$ cat config.mk
export PLATFORM = sky130hd
export DESIGN_NAME = rx_ring_writer
export DESIGN_NICKNAME = d
export VERILOG_FILES = /design/src/rtl/rxr_pkg.sv /design/src/rtl/rxr_ptr_reg.sv /design/src/rtl/rxr_sticky.sv /design/src/rtl/rx_ring_writer.sv
export SDC_FILE = /design/constraint.sdc
export NUM_CORES = 1
export LEC_CHECK = 0
export ABC_AREA = 1
export ABC_CLOCK_PERIOD_IN_PS = 3200
export BUFFER_PORTS_ARGS = -buffer_cell sky130_fd_sc_hd__buf_4
export CELL_PAD_IN_SITES_DETAIL_PLACEMENT = 1
export CELL_PAD_IN_SITES_GLOBAL_PLACEMENT = 2
export CORE_ASPECT_RATIO = 1.1
export CORE_UTILIZATION = 30
export CTS_CLUSTER_DIAMETER = 40
export CTS_CLUSTER_SIZE = 30
export DETAILED_ROUTE_END_ITERATION = 16
export PLACE_DENSITY_LB_ADDON = 0.1
export SYNTH_ARGS = -nofsm -noshare
export SYNTH_HDL_FRONTEND = slang
export SYNTH_SLANG_ARGS = --single-unit
$ cat constraint.sdc
create_clock -name clk -period 3.2 [get_ports clk]
set_input_delay 0.64 -clock clk [delete_from_list [all_inputs] [get_ports clk]]
set_output_delay 0.64 -clock clk [all_outputs]
set_load 0.01 [all_outputs]
$ cat src/rtl/rxr_pkg.sv
package rxr_pkg;

  localparam int WORD_W     = 32;
  localparam int LEN_W      = 14;   // length field bits 13:0 of the status word
  localparam int DESC_BYTES = 8;

  typedef enum logic [2:0] {
    S_IDLE,
    S_FETCH,
    S_DATA,
    S_WBYTE,
    S_STAT,
    S_OWN,
    S_DRAIN
  } rxr_state_e;

  // Byte enable for one byte lane of a little-endian word.
  function automatic logic [3:0] lane_enable(input logic [1:0] lane);
    return 4'b0001 << lane;
  endfunction

  // Status word: bit 15 last segment, bit 14 first segment, 13:0 frame length on the last.
  function automatic logic [WORD_W-1:0] status_word(input logic first_seg,
                                                    input logic last_seg,
                                                    input logic [LEN_W-1:0] total);
    logic [WORD_W-1:0] w;
    w        = '0;
    w[15]    = last_seg;
    w[14]    = first_seg;
    w[13:0]  = last_seg ? total : '0;
    return w;
  endfunction

  // Ring step: back to base on a wrap flag or when the span limit is reached.
  function automatic logic [WORD_W-1:0] ring_step(input logic [WORD_W-1:0] cur,
                                                  input logic [WORD_W-1:0] base,
                                                  input logic wrap_flag,
                                                  input logic [WORD_W-1:0] span);
    if (wrap_flag || ((cur - base) == span)) return base;
    return cur + WORD_W'(DESC_BYTES);
  endfunction

endpackage

$ cat src/rtl/rxr_ptr_reg.sv
module rxr_ptr_reg
  import rxr_pkg::*;
#(
  parameter int RING_SPAN = 8192
) (
  input  logic              clk,
  input  logic              rst_n,
  input  logic              load,
  input  logic [WORD_W-1:0] load_val,
  input  logic              advance,
  input  logic              wrap_flag,
  output logic [WORD_W-1:0] cur,
  output logic [WORD_W-1:0] base
);

  localparam logic [WORD_W-1:0] SPAN_V = WORD_W'(RING_SPAN);

  always_ff @(posedge clk or negedge rst_n) begin
    if (!rst_n) begin
      cur  <= '0;
      base <= '0;
    end else if (load) begin
      cur  <= load_val;
      base <= load_val;
    end else if (advance) begin
      cur  <= ring_step(cur, base, wrap_flag, SPAN_V);
    end
  end

endmodule

$ cat src/rtl/rxr_sticky.sv
module rxr_sticky #(
  parameter int W = 2
) (
  input  logic         clk,
  input  logic         rst_n,
  input  logic [W-1:0] set,
  input  logic [W-1:0] clr,
  output logic [W-1:0] q
);

  always_ff @(posedge clk or negedge rst_n) begin
    if (!rst_n) q <= '0;
    else        q <= (q & ~clr) | set;
  end

endmodule

$ cat src/rtl/rx_ring_writer.sv
module rx_ring_writer
  import rxr_pkg::*;
#(
  parameter int SEG_BYTES = 128,
  parameter int RING_SPAN = 8192,
  parameter int NUM_EV    = 2
) (
  input  logic              clk,
  input  logic              rst_n,
  input  logic              ptr_load,
  input  logic [31:0]       ptr_value,
  input  logic              in_valid,
  input  logic [7:0]        in_data,
  input  logic              in_last,
  output logic              in_ready,
  output logic              mem_req,
  output logic              mem_we,
  output logic [31:0]       mem_addr,
  output logic [31:0]       mem_wdata,
  output logic [3:0]        mem_be,
  input  logic              mem_gnt,
  input  logic [31:0]       mem_rdata,
  input  logic [NUM_EV-1:0] irq_mask,
  input  logic [NUM_EV-1:0] sts_clr,
  input  logic [NUM_EV-1:0] int_clr,
  output logic [NUM_EV-1:0] rx_status,
  output logic [NUM_EV-1:0] int_status,
  output logic              irq,
  output logic [31:0]       cur_ptr
);

  localparam int SEG_W = $clog2(SEG_BYTES + 1);
  localparam logic [SEG_W-1:0] SEG_LAST = SEG_W'(SEG_BYTES - 1);

  rxr_state_e        state_q, state_d;
  logic [WORD_W-1:0] desc_q;
  logic [SEG_W-1:0]  seg_q;
  logic [LEN_W-1:0]  len_q;
  logic              sof_q, eof_q, last_q;
  logic [7:0]        byte_q;
  logic [WORD_W-1:0] base_ptr;

  // Named internal events, used by the checker.
  logic ev_bna, ev_done, ev_handback, ev_byte_wr, ev_accept;
  logic [WORD_W-1:0] wr_byte_addr;

  assign ev_bna      = (state_q == S_FETCH) && mem_gnt && mem_rdata[0];
  assign ev_handback = (state_q == S_OWN) && mem_gnt;
  assign ev_done     = ev_handback && eof_q;
  assign ev_byte_wr  = (state_q == S_WBYTE) && mem_gnt;
  assign ev_accept   = in_valid && in_ready;

  assign wr_byte_addr = {desc_q[WORD_W-1:2], 2'b00} + WORD_W'(seg_q);
  assign in_ready     = (state_q == S_DATA) || (state_q == S_DRAIN);

  always_comb begin
    mem_req   = 1'b0;
    mem_we    = 1'b0;
    mem_addr  = cur_ptr;
    mem_wdata = '0;
    mem_be    = 4'h0;
    unique case (state_q)
      S_FETCH: mem_req = 1'b1;
      S_WBYTE: begin
        mem_req   = 1'b1;
        mem_we    = 1'b1;
        mem_addr  = {wr_byte_addr[WORD_W-1:2], 2'b00};
        mem_wdata = {4{byte_q}};
        mem_be    = lane_enable(wr_byte_addr[1:0]);
      end
      S_STAT: begin
        mem_req   = 1'b1;
        mem_we    = 1'b1;
        mem_addr  = cur_ptr + 32'd4;
        mem_wdata = status_word(sof_q, eof_q, len_q);
        mem_be    = 4'hF;
      end
      S_OWN: begin
        mem_req   = 1'b1;
        mem_we    = 1'b1;
        mem_wdata = desc_q | 32'd1;
        mem_be    = 4'hF;
      end
      default: ;
    endcase
  end

  always_comb begin
    state_d = state_q;
    unique case (state_q)
      S_IDLE:  if (in_valid) state_d = S_FETCH;
      S_FETCH: if (mem_gnt) state_d = mem_rdata[0] ? S_DRAIN : S_DATA;
      S_DATA:  if (in_valid) state_d = S_WBYTE;
      S_WBYTE: if (mem_gnt) state_d = (last_q || seg_q == SEG_LAST) ? S_STAT : S_DATA;
      S_STAT:  if (mem_gnt) state_d = S_OWN;
      S_OWN:   if (mem_gnt) state_d = eof_q ? S_IDLE : S_FETCH;
      S_DRAIN: if (in_valid && in_last) state_d = S_IDLE;
      default: state_d = S_IDLE;
    endcase
  end

  always_ff @(posedge clk or negedge rst_n) begin
    if (!rst_n) begin
      state_q <= S_IDLE;
      desc_q  <= '0;
      seg_q   <= '0;
      len_q   <= '0;
      sof_q   <= 1'b0;
      eof_q   <= 1'b0;
      last_q  <= 1'b0;
      byte_q  <= '0;
    end else begin
      state_q <= state_d;
      if (state_q == S_IDLE) begin
        sof_q <= 1'b1;
        eof_q <= 1'b0;
        len_q <= '0;
      end
      if (state_q == S_FETCH && mem_gnt) begin
        desc_q <= mem_rdata;
        seg_q  <= '0;
      end
      if (state_q == S_DATA && in_valid) begin
        byte_q <= in_data;
        last_q <= in_last;
      end
      if (ev_byte_wr) begin
        seg_q <= seg_q + 1'b1;
        len_q <= len_q + 1'b1;
        if (last_q) eof_q <= 1'b1;
      end
      if (ev_handback) sof_q <= 1'b0;
    end
  end

  rxr_ptr_reg #(.RING_SPAN(RING_SPAN)) u_ptr (
    .clk      (clk),
    .rst_n    (rst_n),
    .load     (ptr_load),
    .load_val (ptr_value),
    .advance  (ev_handback),
    .wrap_flag(desc_q[1]),
    .cur      (cur_ptr),
    .base     (base_ptr)
  );

  logic [NUM_EV-1:0] ev_set;
  assign ev_set = NUM_EV'({ev_done, ev_bna});

  rxr_sticky #(.W(NUM_EV)) u_rx_sts (
    .clk(clk), .rst_n(rst_n), .set(ev_set), .clr(sts_clr), .q(rx_status)
  );

  rxr_sticky #(.W(NUM_EV)) u_int_sts (
    .clk(clk), .rst_n(rst_n), .set(ev_set), .clr(int_clr), .q(int_status)
  );

  assign irq = |(int_status & irq_mask);

endmodule

==> flow_metrics.env, run 1 <==
export IMPL_synth_compound_area_share_pct=13.2
export IMPL_yosys_area_share_simple_pct=36.4
export IMPL_p_per_area_mw_per_mm2=801
export IMPL_critPathTopFamily="compound AO/OA/AOI/OAI gates"
export IMPL_die_area_mm2=0.0385
export IMPL_drc=0
export IMPL_vias=12800
export IMPL_synth_top_cell_by_area="dfrtp_1"
export IMPL_die_width_um=187
export IMPL_drt_wirelength_per_cell_um=18.5
export IMPL_crit_chain="ha_2 -> fa_2 -> a21oi_2 -> o21bai_1 -> nand2_1 -> nand2_2 -> a21oi_4 -> buf_6 -> nor2_4 -> nand3_4 -> buf_6 -> nor3_2 -> o31ai_1 -> buf_4"
export IMPL_synth_adder_area_share_pct=5.04
export IMPL_die_h_um=206
export IMPL_critPathMaxFanout=6
export IMPL_layout_nets=2250
export IMPL_hold_violations=0
export IMPL_grt_use_met1_pct=30.3
export IMPL_grt_max_degree=74
export IMPL_cp_required_ns=2.56
export IMPL_fin_area_mm2=0.0155
export IMPL_wirelength_um=48600
export IMPL_dpl_cell_area_mm2=0.0139
export IMPL_synthMuxAreaShare_pct=0.995
export IMPL_failed_checks="setup timing"
export IMPL_crit_top_cell="buf_6"
export IMPL_clk_path_buf_depth=2
export IMPL_tightest_slew_ns=0.754
export IMPL_ys_ff_latch=135
export IMPL_critPathBufInv=3
export IMPL_hold_class="in -> async"
export IMPL_clk_pin_slew_ns=0.06
export IMPL_multi_input_area_mm2=0.00729
export IMPL_port_buffers=191
export IMPL_layout_area_seq_mm2=0.00338
export IMPL_syn_nets=1961
export IMPL_synth_enable_flop_cells=0
export IMPL_clock_root_buffer="clkbuf_16"
export IMPL_cp_slowest_cell="dfrtp_1"
export IMPL_synth_top_family_by_area="simple AND/OR/NAND/NOR gates"
export IMPL_cp_end_kind="output pin"
export IMPL_yosys_area_top_type_share_pct=29.9
export IMPL_antenna_found_initial=0
export IMPL_finish_utilization_pct=41.7
export IMPL_crit_type="reg -> out"
export IMPL_grt_pass1_vias=13400
export IMPL_busiest_layer="met2"
export IMPL_grt_pass1_wl_um=75300
export IMPL_period_needed_ns=3.51
export IMPL_ios=192
export IMPL_grtUsageMet2_pct=46.8
export IMPL_ctsHoldBuffers=0
export IMPL_core_mm2=0.0371
export IMPL_tns_ns=-4.36
export IMPL_yosys_warnings=0
export IMPL_setup_viol_count_final=24
export IMPL_num_antenna_cells=0
export IMPL_grt_use_total_pct=25.4
export IMPL_tritoncts="done"
export IMPL_synth_flop_cell="dfrtp_1"
export IMPL_max_freq_mhz=285
export IMPL_initial_core_util_pct=30.5
export IMPL_p_leak_nw=7.78
export IMPL_drt_initial_drc_count=509
export IMPL_cp_slowest_stage_delay_ns=0.39
export IMPL_numCtsBuffers=17
export IMPL_clk_latency_ns=0.44
export IMPL_grt_overflow=0
export IMPL_avgSynthCellArea_um2=6.18
export IMPL_gp_congestion=0.864
export IMPL_fin_worst_skew_ns=0.00702
export IMPL_hpwl_um=38700
export IMPL_rsz0062_at_grt="yes"
export IMPL_async_flop_share_pct=100
export IMPL_synth_cells=1832
export IMPL_ys_seq_area_share_pct=29.9
export IMPL_cts_sinks=135
export IMPL_vdd_drop_max_mv=0.450
export IMPL_synth_cell_type_count=44
export IMPL_netlist_top_cells_area="dfrtp_1 (30%), nand2_1 (19%), inv_1 (9.2%)"
export IMPL_startpoint_type="flip-flop"
export IMPL_ant_nets=0
export IMPL_detailedPlace_worstSlack_ns=-0.0938
export IMPL_syn2layout_area_growth_pct=36.7
export IMPL_status="complete, but fails checks"
export IMPL_viasPerCell=4.89
export IMPL_drt_pass1_iterations=5
export IMPL_synth_xor_area_share_pct=3.02
export IMPL_report_final_slew_viol_count=0
export IMPL_drv_cap=0
export IMPL_fin_crit_sh_pct=110
export IMPL_h_tree_depth=4
export IMPL_fin_ws_ns=-0.308
export IMPL_slew_headroom_pct=49.3
export IMPL_synth_area_mm2=0.0113
export IMPL_grt_use_met3_pct=2.95
export IMPL_rows=74
export IMPL_n_fill_cell=4820
export IMPL_arrival_ns=2.87
export IMPL_drive_gt1_share_pct=24.3
[report_power, final]
| group | total (mW) | internal, mW | switching [mW] |
|---|---|---|---|
| clock network | 1.96 | 1.15 | 0.804 |
| logic | 7.72 | 3.01 | 4.71 |
| registers | 2.71 | 2.19 | 0.522 |
[flip-flops by register name, summed over array words and instances, names as in the netlist, 2 cells and up]
signal	cells
byte_q	8
desc_q	31
len_q	14
seg_q	8
state_q	3
u_int_sts.q	2
u_ptr.base	32
u_ptr.cur	32
u_rx_sts.q	2
[Yosys cell counts, types with 5 or more instances]
| cell type | n |
|---|---|
| nor2_2 | 9 |
| dfrtp_1 | 135 |
| inv_1 | 276 |
| o21ai_0 | 123 |
| o22ai_1 | 9 |
| clkbuf_1 | 36 |
| nand3_1 | 87 |
| nand2_1 | 566 |
| nor3_2 | 5 |
| nor3_1 | 36 |
| nand2_2 | 12 |
| nor2_1 | 232 |
| nor4_1 | 13 |
| o211ai_1 | 15 |
| ha_1 | 44 |
| and2_1 | 6 |
| xor2_1 | 33 |
| mux2_2 | 10 |
| nand4_1 | 25 |
| xnor2_1 | 6 |
| a21oi_1 | 90 |
| o221ai_1 | 12 |
| o31ai_1 | 5 |
| inv_2 | 10 |
| buf_2 | 7 |
[worst paths after layout]
path,startpoint,endpoint,slack [ns],cells after the start
max,desc_q[2]$_DFFE_PN0P_,mem_addr[30],-0.31,14
max reg2reg,u_ptr.cur[7]$_DFFE_PN0P_,u_ptr.cur[19]$_DFFE_PN0P_,0.23,18
min,rst_n,u_ptr.cur[22]$_DFFE_PN0P_,0.05,1
min reg2reg,len_q[13]$_DFFE_PN0P_,len_q[13]$_DFFE_PN0P_,0.48,1
min in group clk,int_clr[0],u_int_sts.q[0]$_DFF_PN0_,0.37,2
max in group asynchronous,rst_n,seg_q[4]$_DFFE_PN0P_,2.28,2
[per-layer routing]
layer | up-vias | wire length, µm
li1 | 6395 | -
met5 | - | 0
met1 | 6184 | 21000
met2 | 206 | 25000
met4 | 0 | 1250
met3 | 60 | 1320
[kinds of logic (layout without fill, tap and decap cells)]
| kind of cell | Yosys count | count (layout) |
|---|---|---|
| fa+ha+maj | 45 | 45 |
| simple gates | 997 | 998 |
| flops | 135 | 135 |
| mux | 10 | 10 |
| buf+inv | 337 | 636 |
| compound gates | 269 | 269 |
| xor+xnor | 39 | 39 |
[per-stage QoR]
step | hold WS, ns | std cells | power (mW)
6_report | 0.0479 | 2626 | 12.4
5_1_grt | 0.0509 | 2626 | 13.4
4_1_cts | 0.0345 | 2615 | 12.1
3_5_place_dp | 0.471 | 2560 | 9.77
3_3_place_gp | 0.451 | 2560 | 9.67
2_1_floorplan | 0.344 | 1832 | 6.58
[area by class of cell]
cell class                      count  share of cell area [%]
Sequential cell                   135                    21.9
Tap cell                          494                    4.00
Clock inverter                     12                   0.841
Timing Repair Buffer              317                    16.3
Clock buffer                       18                    2.84
Inverter                          289                    7.05
Multi-Input combinational cell   1361                    47.1
[what timing repair did]
item	CTS	global route
pin swaps	31	31
gates resized for setup	88	103
endpoints found under the setup margin	33	64
buffers inserted	26	15
cloned	1	1
[placed cells by master, fill, tap and decap left out, types with 10 or more instances in the layout]
master,instances
buf_6,17
o211ai_1,15
inv_2,12
nor2_2,23
o21ai_1,11
nand2_1,541
nand3_2,10
nor2_1,210
inv_1,272
o21ai_0,105
buf_4,294
nand4_1,25
nor3_1,29
ha_2,12
nand3_1,74
dfrtp_1,132
nor4_1,12
a21oi_1,80
nand2_2,33
xor2_1,33
mux2_2,10
clkbuf_16,18
nor2_4,10
ha_1,24
(Power assumes the default switching activity.)
==> inputs of run 2 (changes only) <==
--- a/config.mk
+++ b/config.mk
@@ -5,13 +5,12 @@
 export SDC_FILE = /design/constraint.sdc
 export NUM_CORES = 1
 export LEC_CHECK = 0
-export ABC_AREA = 1
 export ABC_CLOCK_PERIOD_IN_PS = 3200
-export BUFFER_PORTS_ARGS = -buffer_cell sky130_fd_sc_hd__buf_4
+export BUFFER_PORTS_ARGS = -buffer_cell sky130_fd_sc_hd__buf_2
 export CELL_PAD_IN_SITES_DETAIL_PLACEMENT = 1
 export CELL_PAD_IN_SITES_GLOBAL_PLACEMENT = 2
 export CORE_ASPECT_RATIO = 1.1
-export CORE_UTILIZATION = 30
+export CORE_UTILIZATION = 33
 export CTS_CLUSTER_DIAMETER = 40
 export CTS_CLUSTER_SIZE = 30
 export DETAILED_ROUTE_END_ITERATION = 16
==> flow_metrics.env, run 2 <==
export IMPL_arrival_ns=3.01
export IMPL_synth_xor_area_share_pct=3.36
export IMPL_synth_compound_area_share_pct=22.6
export IMPL_yosys_area_top_type_share_pct=32.4
export IMPL_synth_enable_flop_cells=0
export IMPL_internal_power_mw=6.88
export IMPL_comb_power_share_pct=60.7
export IMPL_drt_pass1_iterations=5
export IMPL_multi_input_area_mm2=0.00777
export IMPL_clk_pin_slew_ns=0.06
export IMPL_synth_area_mm2=0.0104
export IMPL_cts_sinks=135
export IMPL_yosys_area_share_simple_pct=26.7
export IMPL_ios=192
export IMPL_dpl_cell_area_mm2=0.0136
export IMPL_status="complete, but fails checks"
export IMPL_p_leak_nw=7.33
export IMPL_drt_wirelength_per_cell_um=22.2
export IMPL_grt_pass1_wl_um=73500
export IMPL_clk_latency_ns=0.44
export IMPL_power_share_sequential_pct=21.7
export IMPL_hpwl_um=36900
export IMPL_layout_area_seq_mm2=0.00339
export IMPL_hold_violations=0
export IMPL_n_fill_cell=3696
export IMPL_synth_flop_cell="dfrtp_1"
export IMPL_finish_utilization_pct=51.8
export IMPL_rows=67
export IMPL_p_per_area_mw_per_mm2=774
export IMPL_hold_class="in -> async"
export IMPL_slew_headroom_pct=46.8
export IMPL_vias=12000
export IMPL_synth_top_cell_by_area="dfrtp_1"
export IMPL_fin_worst_skew_ns=0.0127
export IMPL_drc=0
export IMPL_antenna_found_initial=0
export IMPL_initial_core_util_pct=33.9
export IMPL_async_flop_share_pct=100
export IMPL_tritoncts="done"
export IMPL_syn_nets=1467
export IMPL_drv_cap=0
export IMPL_placed_cells=2103
export IMPL_die_area_mm2=0.0323
export IMPL_drt_initial_drc_count=549
export IMPL_fin_area_mm2=0.0159
export IMPL_cp_required_ns=2.56
export IMPL_netlist_top_cells_area="dfrtp_1 (32%), nand2_1 (9.4%), ha_1 (5.3%)"
export IMPL_layout_nets=1881
export IMPL_power_total_mw=12.3
export IMPL_max_freq_mhz=274
export IMPL_fin_crit_sh_pct=114
export IMPL_final_cell_mix="buf_4 (258), nand2_1 (248), buf_2 (185), dfrtp_1 (123), o21ai_0 (87)"
export IMPL_ant_nets=0
export IMPL_switching_share_pct=44.2
export IMPL_ys_ff_latch=135
export IMPL_crit_type="reg -> out"
export IMPL_gp_congestion=0.960
export IMPL_synth_common_cells="nand2_1 (261), dfrtp_1 (135), o21ai_0 (91), nor2_1 (73), nand3_1 (66)"
export IMPL_clock_root_buffer="clkbuf_16"
export IMPL_num_antenna_cells=0
export IMPL_yosys_warnings=0
export IMPL_synth_cell_type_count=86
export IMPL_grt_use_total_pct=30.0
export IMPL_p_sw_mw=5.45
export IMPL_ys_seq_area_share_pct=32.4
export IMPL_cp_end_kind="output pin"
export IMPL_vdd_drop_max_mv=0.365
export IMPL_synth_cells=1338
export IMPL_syn2layout_area_growth_pct=52.6
export IMPL_yosysMostFrequentCell="nand2_1"
export IMPL_report_final_slew_viol_count=0
export IMPL_synthMuxAreaShare_pct=3.54
export IMPL_period_needed_ns=3.65
export IMPL_fin_ws_ns=-0.453
export IMPL_numCtsBuffers=17
export IMPL_largest_registers="u_ptr.base (32), u_ptr.cur (32), desc_q (31)"
export IMPL_drive_gt1_share_pct=42.7
export IMPL_h_tree_depth=4
export IMPL_grt_overflow=0
export IMPL_mostFrequentLayoutCell="buf_4"
export IMPL_viasPerCell=5.50
export IMPL_wirelength_um=48300
export IMPL_reg2reg_from="u_ptr.cur[5]$_DFFE_PN0P_"
export IMPL_avgSynthCellArea_um2=7.80
export IMPL_die_h_um=189
export IMPL_grt_pass1_vias=12600
export IMPL_startpoint_type="flip-flop"
export IMPL_critPathLaunch="desc_q[2]$_DFFE_PN0P_"
export IMPL_tightest_slew_ns=0.796
export IMPL_port_buffers=191
export IMPL_p_clk_share_pct=17.5
export IMPL_rsz0062_at_grt="yes"
export IMPL_final_cells=2178
export IMPL_core_mm2=0.0308
export IMPL_synth_adder_area_share_pct=5.47
export IMPL_die_width_um=172
export IMPL_setup_viol_count_final=55
export IMPL_whs_ns=0.198
export IMPL_grt_max_degree=61
export IMPL_failed_checks="setup timing"
export IMPL_clk_path_buf_depth=2
export IMPL_critPathMaxFanout=2
export IMPL_synth_top_family_by_area="simple AND/OR/NAND/NOR gates"
-- run 2: changes by cell type after synthesis, sizes merged, moves of 16 or more --
| cell | delta |
|---|---|
| clkbuf | +28 |
| nand3 | -21 |
| o21ai | -16 |
| and3 | +32 |
| nand2 | -316 |
| a21oi | -37 |
| or3 | +17 |
| inv | -220 |
| mux2i | +20 |
| nor2 | -169 |
-- run 2: kinds of logic (layout without fill, tap and decap cells) --
| kind of cell | after synthesis | in the layout |
|---|---|---|
| AOI/OAI and AO/OA | 345 | 345 |
| xor gates and xnor gates | 40 | 40 |
| adders and majority gates | 45 | 45 |
| buffers and inverters | 152 | 578 |
| DFF | 135 | 135 |
| muxes | 35 | 35 |
| and+or+nand+nor | 586 | 586 |
-- run 2: final cells by class --
| class | count | share of cell area, % |
|---|---|---|
| clock buffers | 20 | 2.87 |
| repair buffers | 481 | 21.2 |
| clock inverters | 11 | 1.08 |
| flip-flops and latches | 135 | 21.3 |
| multi-input cells | 1051 | 48.8 |
| well taps | 414 | 3.25 |
| inverters | 66 | 1.56 |
-- run 2: worst paths after layout --
path | to | slack [ns] | depth (start not counted)
max in group asynchronous | desc_q[18]$_DFFE_PN0P_ | 2.17 | 2
hold / removal | len_q[0]$_DFFE_PN0P_ | 0.20 | 1
setup reg to reg | u_ptr.cur[19]$_DFFE_PN0P_ | -0.44 | 15
hold reg to reg | byte_q[3]$_DFFE_PN0P_ | 0.50 | 1
setup / recovery | mem_addr[18] | -0.45 | 15
min in group clk | u_rx_sts.q[1]$_DFF_PN0_ | 0.37 | 2
-- run 2: power groups by stage --
stage          logic [mW]  clock network [mW]  registers (mW)
2_1_floorplan        3.39                   0            2.59
3_3_place_gp         6.35                   0            2.61
3_5_place_dp         6.40                   0            2.63
4_1_cts              7.12                2.18            2.64
5_1_grt              8.05                2.24            2.74
6_report             7.49                2.16            2.68
-- run 2: metrics by stage --
stage | TNS (ns) | setup slack, ns
floorplan | -0.342 | -0.0854
global placement | -18.44 | -0.616
detailed placement | -19.89 | -0.654
CTS | -20.28 | -0.520
global route | -26.69 | -0.617
finish | -20.14 | -0.453
-- run 2: routing by layer --
| metal | part of all wire (%) | wire length (µm) | track usage, % |
|---|---|---|---|
| met5 | 0 | 0 | 0 |
| met4 | 2.6 | 1230 | 8.89 |
| met3 | 3.3 | 1610 | 4.07 |
| met2 | 50 | 24200 | 52.0 |
| met1 | 44 | 21300 | 38.3 |
-- run 2: worst max-delay path, cell delays in order, from the launching register on --
cell and delay [ns]:
dfrtp_1 0.41, ha_2 0.20, fa_2 0.34, a21o_1 0.17, a21oi_2 0.13, o21bai_1 0.09
a21oi_2 0.16, nor2b_2 0.07, and2_4 0.15, buf_4 0.13, buf_6 0.11, buf_6 0.11
nand2_1 0.07, xor2_1 0.15, o221ai_1 0.11, buf_2 0.16
-- run 2: repair_timing --
item,4_1_cts,5_1_grt
gates cloned,3,0
pin swaps,60,58
buffers inserted,30,18
hold buffers,0,0
hold endpoints to repair,0,0
gates resized for setup,165,109
endpoints found under the setup margin,57,59
==> inputs of run 3 (changes only) <==
--- a/config.mk
+++ b/config.mk
@@ -7,10 +7,10 @@
 export LEC_CHECK = 0
 export ABC_CLOCK_PERIOD_IN_PS = 3200
 export BUFFER_PORTS_ARGS = -buffer_cell sky130_fd_sc_hd__buf_2
-export CELL_PAD_IN_SITES_DETAIL_PLACEMENT = 1
-export CELL_PAD_IN_SITES_GLOBAL_PLACEMENT = 2
+export CELL_PAD_IN_SITES_DETAIL_PLACEMENT = 0
+export CELL_PAD_IN_SITES_GLOBAL_PLACEMENT = 1
 export CORE_ASPECT_RATIO = 1.1
-export CORE_UTILIZATION = 33
+export CORE_UTILIZATION = 42
 export CTS_CLUSTER_DIAMETER = 40
 export CTS_CLUSTER_SIZE = 30
 export DETAILED_ROUTE_END_ITERATION = 16
==> flow_metrics.env, run 3 (synthesized netlist as in run 2, its figures left out) <==
export IMPL_status="complete, but fails checks"
export IMPL_failed_checks="DRC, setup timing"
export IMPL_vdd_drop_max_mv=0.436
export IMPL_die_area_mm2=0.0255
export IMPL_r2r_setup_slack_ns=-0.50
export IMPL_tns_ns=-21.90
export IMPL_mostFrequentLayoutCell="nand2_1"
export IMPL_initial_core_util_pct=42.8
export IMPL_busiest_layer="met2"
export IMPL_antenna_found_initial=0
export IMPL_crit_chain="ha_1 -> buf_4 -> nand2_1 -> nor2_4 -> a211oi_1 -> buf_4 -> nor4bb_2 -> o22ai_2 -> a2111oi_1 -> buf_4 -> and4bb_1 -> nand3_4 -> buf_12 -> nand2_8 -> buf_12 -> mux2i_2 -> a211oi_2"
export IMPL_drt_initial_drc_count=739
export IMPL_crit_top_cell="buf_4"
export IMPL_clock_root_buffer="clkbuf_16"
export IMPL_die_h_um=167
export IMPL_dpl_cell_area_mm2=0.0135
export IMPL_grtUsageMet2_pct=56.8
export IMPL_viasPerCell=5.74
export IMPL_gp_congestion=0.963
export IMPL_hpwl_um=32200
export IMPL_critPathLaunch="u_ptr.cur[18]$_DFFE_PN0P_"
export IMPL_port_buffers=191
export IMPL_hold_class="in -> async"
export IMPL_drt_pass1_iterations=11
export IMPL_clk_path_buf_depth=2
export IMPL_rr_worst_depth=17
export IMPL_slew_headroom_pct=10.8
export IMPL_drive_gt1_share_pct=41.1
export IMPL_core_mm2=0.0244
export IMPL_fin_crit_sh_pct=116
export IMPL_cp_slowest_stage_delay_ns=0.40
export IMPL_max_freq_mhz=270
export IMPL_rr_endpoint="u_ptr.cur[25]$_DFFE_PN0P_"
export IMPL_rsz0062_at_grt="yes"
export IMPL_crit_type="reg -> reg"
export IMPL_report_final_slew_viol_count=0
export IMPL_reg2reg_from="u_ptr.cur[18]$_DFFE_PN0P_"
export IMPL_cp_slowest_cell="dfrtp_1"
export IMPL_vias=11900
export IMPL_arrival_ns=3.98
export IMPL_tritoncts="done"
export IMPL_hold_violations=0
export IMPL_clk_pin_slew_ns=0.07
export IMPL_layout_nets=1873
export IMPL_rows=60
export IMPL_num_antenna_cells=0
export IMPL_grt_pass1_vias=11600
export IMPL_fin_area_mm2=0.0157
export IMPL_die_width_um=152
export IMPL_h_tree_depth=4
export IMPL_setup_viol_count_final=56
export IMPL_p_per_area_mw_per_mm2=780
export IMPL_p_leak_nw=7.25
export IMPL_ant_nets=0
export IMPL_grt_use_total_pct=33.1
export IMPL_drc=5
export IMPL_power_total_mw=12.2
export IMPL_startpoint_type="flip-flop"
export IMPL_clk_latency_ns=0.42
export IMPL_fin_worst_skew_ns=0.0119
export IMPL_period_needed_ns=3.70
export IMPL_grt_overflow=0
export IMPL_whs_ns=0.168
export IMPL_grt_use_met3_pct=4.61
export IMPL_cp_required_ns=3.48
export IMPL_grt_max_degree=71
export IMPL_syn2layout_area_growth_pct=50.1
export IMPL_critPathMaxFanout=6
export IMPL_endpoint="u_ptr.cur[25]$_DFFE_PN0P_"
export IMPL_ios=192
export IMPL_ctsHoldBuffers=0
export IMPL_cts_sinks=135
export IMPL_drv_cap=0
export IMPL_wirelength_um=42600
export IMPL_cp_end_kind="flip-flop"
export IMPL_detailedPlace_worstSlack_ns=-0.615
export IMPL_final_cell_mix="nand2_1 (250), buf_4 (246), buf_2 (187), dfrtp_1 (123), o21ai_0 (84)"
export IMPL_fin_ws_ns=-0.502
export IMPL_grt_use_met1_pct=42.9
export IMPL_grt_pass1_wl_um=65500
export IMPL_largest_registers="u_ptr.base (32), u_ptr.cur (32), desc_q (31)"
export IMPL_tightest_slew_ns=1.33
export IMPL_numCtsBuffers=17
export IMPL_drt_wirelength_per_cell_um=20.6
## run 3: changes by cell type in the layout (fill, tap and decap cells not counted), sizes merged
cell | before | now
buf | 481 | 471
nand2 | 262 | 263
bufinv | 4 | 6
inv | 67 | 66
## run 3: routing by layer
metal / share of wire, % / vias to the layer above
met3: 5.5 / 55
li1: - / 5652
met4: 2.5 / 0
met1: 43 / 5745
met5: 0 / -
met2: 49 / 414
## run 3: final cells by class
cell class              instances  area [µm²]
multi-input cells            1052        7650
clock buffers                  19         433
clock inverters                12         228
well taps                     310         388
fillers                      2123        8740
flip-flops and latches        135        3390
repair buffers                472        3320
inverters                      66         248
## run 3: report_power, final
| part | internal, mW | total [mW] | switching [mW] |
|---|---|---|---|
| Clock | 1.46 | 2.25 | 0.787 |
| Combinational | 3.33 | 7.31 | 3.98 |
| Sequential | 2.14 | 2.65 | 0.507 |
## run 3: worst min-delay path by stage
stage | startpoint | to | cells past startpoint
floorplan | rst_n | byte_q[0]$_DFFE_PN0P_ | 0
global placement | sof_q$_DFFE_PN0P_ | sof_q$_DFFE_PN0P_ | 2
detailed placement | sof_q$_DFFE_PN0P_ | sof_q$_DFFE_PN0P_ | 2
CTS | rst_n | u_ptr.cur[29]$_DFFE_PN0P_ | 1
global route | rst_n | u_ptr.base[29]$_DFFE_PN0P_ | 1
finish | rst_n | u_ptr.cur[29]$_DFFE_PN0P_ | 1
## run 3: worst max-delay path: cells and delay by family (launching register included)
family	cells	cell delay (ns)
and+or+nand+nor	6	1.12
buffers and inverters	5	0.83
AOI/OAI and AO/OA	4	0.63
DFF	1	0.40
adders and majority gates	1	0.34
muxes	1	0.22
## run 3: repair_timing
| action | CTS | global route |
|---|---|---|
| setup endpoints to repair | 56 | 57 |
| pin swaps | 67 | 60 |
| gates resized for setup | 135 | 114 |
| buffers inserted | 30 | 9 |
| cloned | 3 | 1 |
## run 3: metrics by stage
step,util [%],std cells
after floorplan,-,1338
after global placement,55.2,1996
after detailed placement,55.2,1996
after CTS,61.6,2060
after global routing,64.2,2066
final,64.2,2066
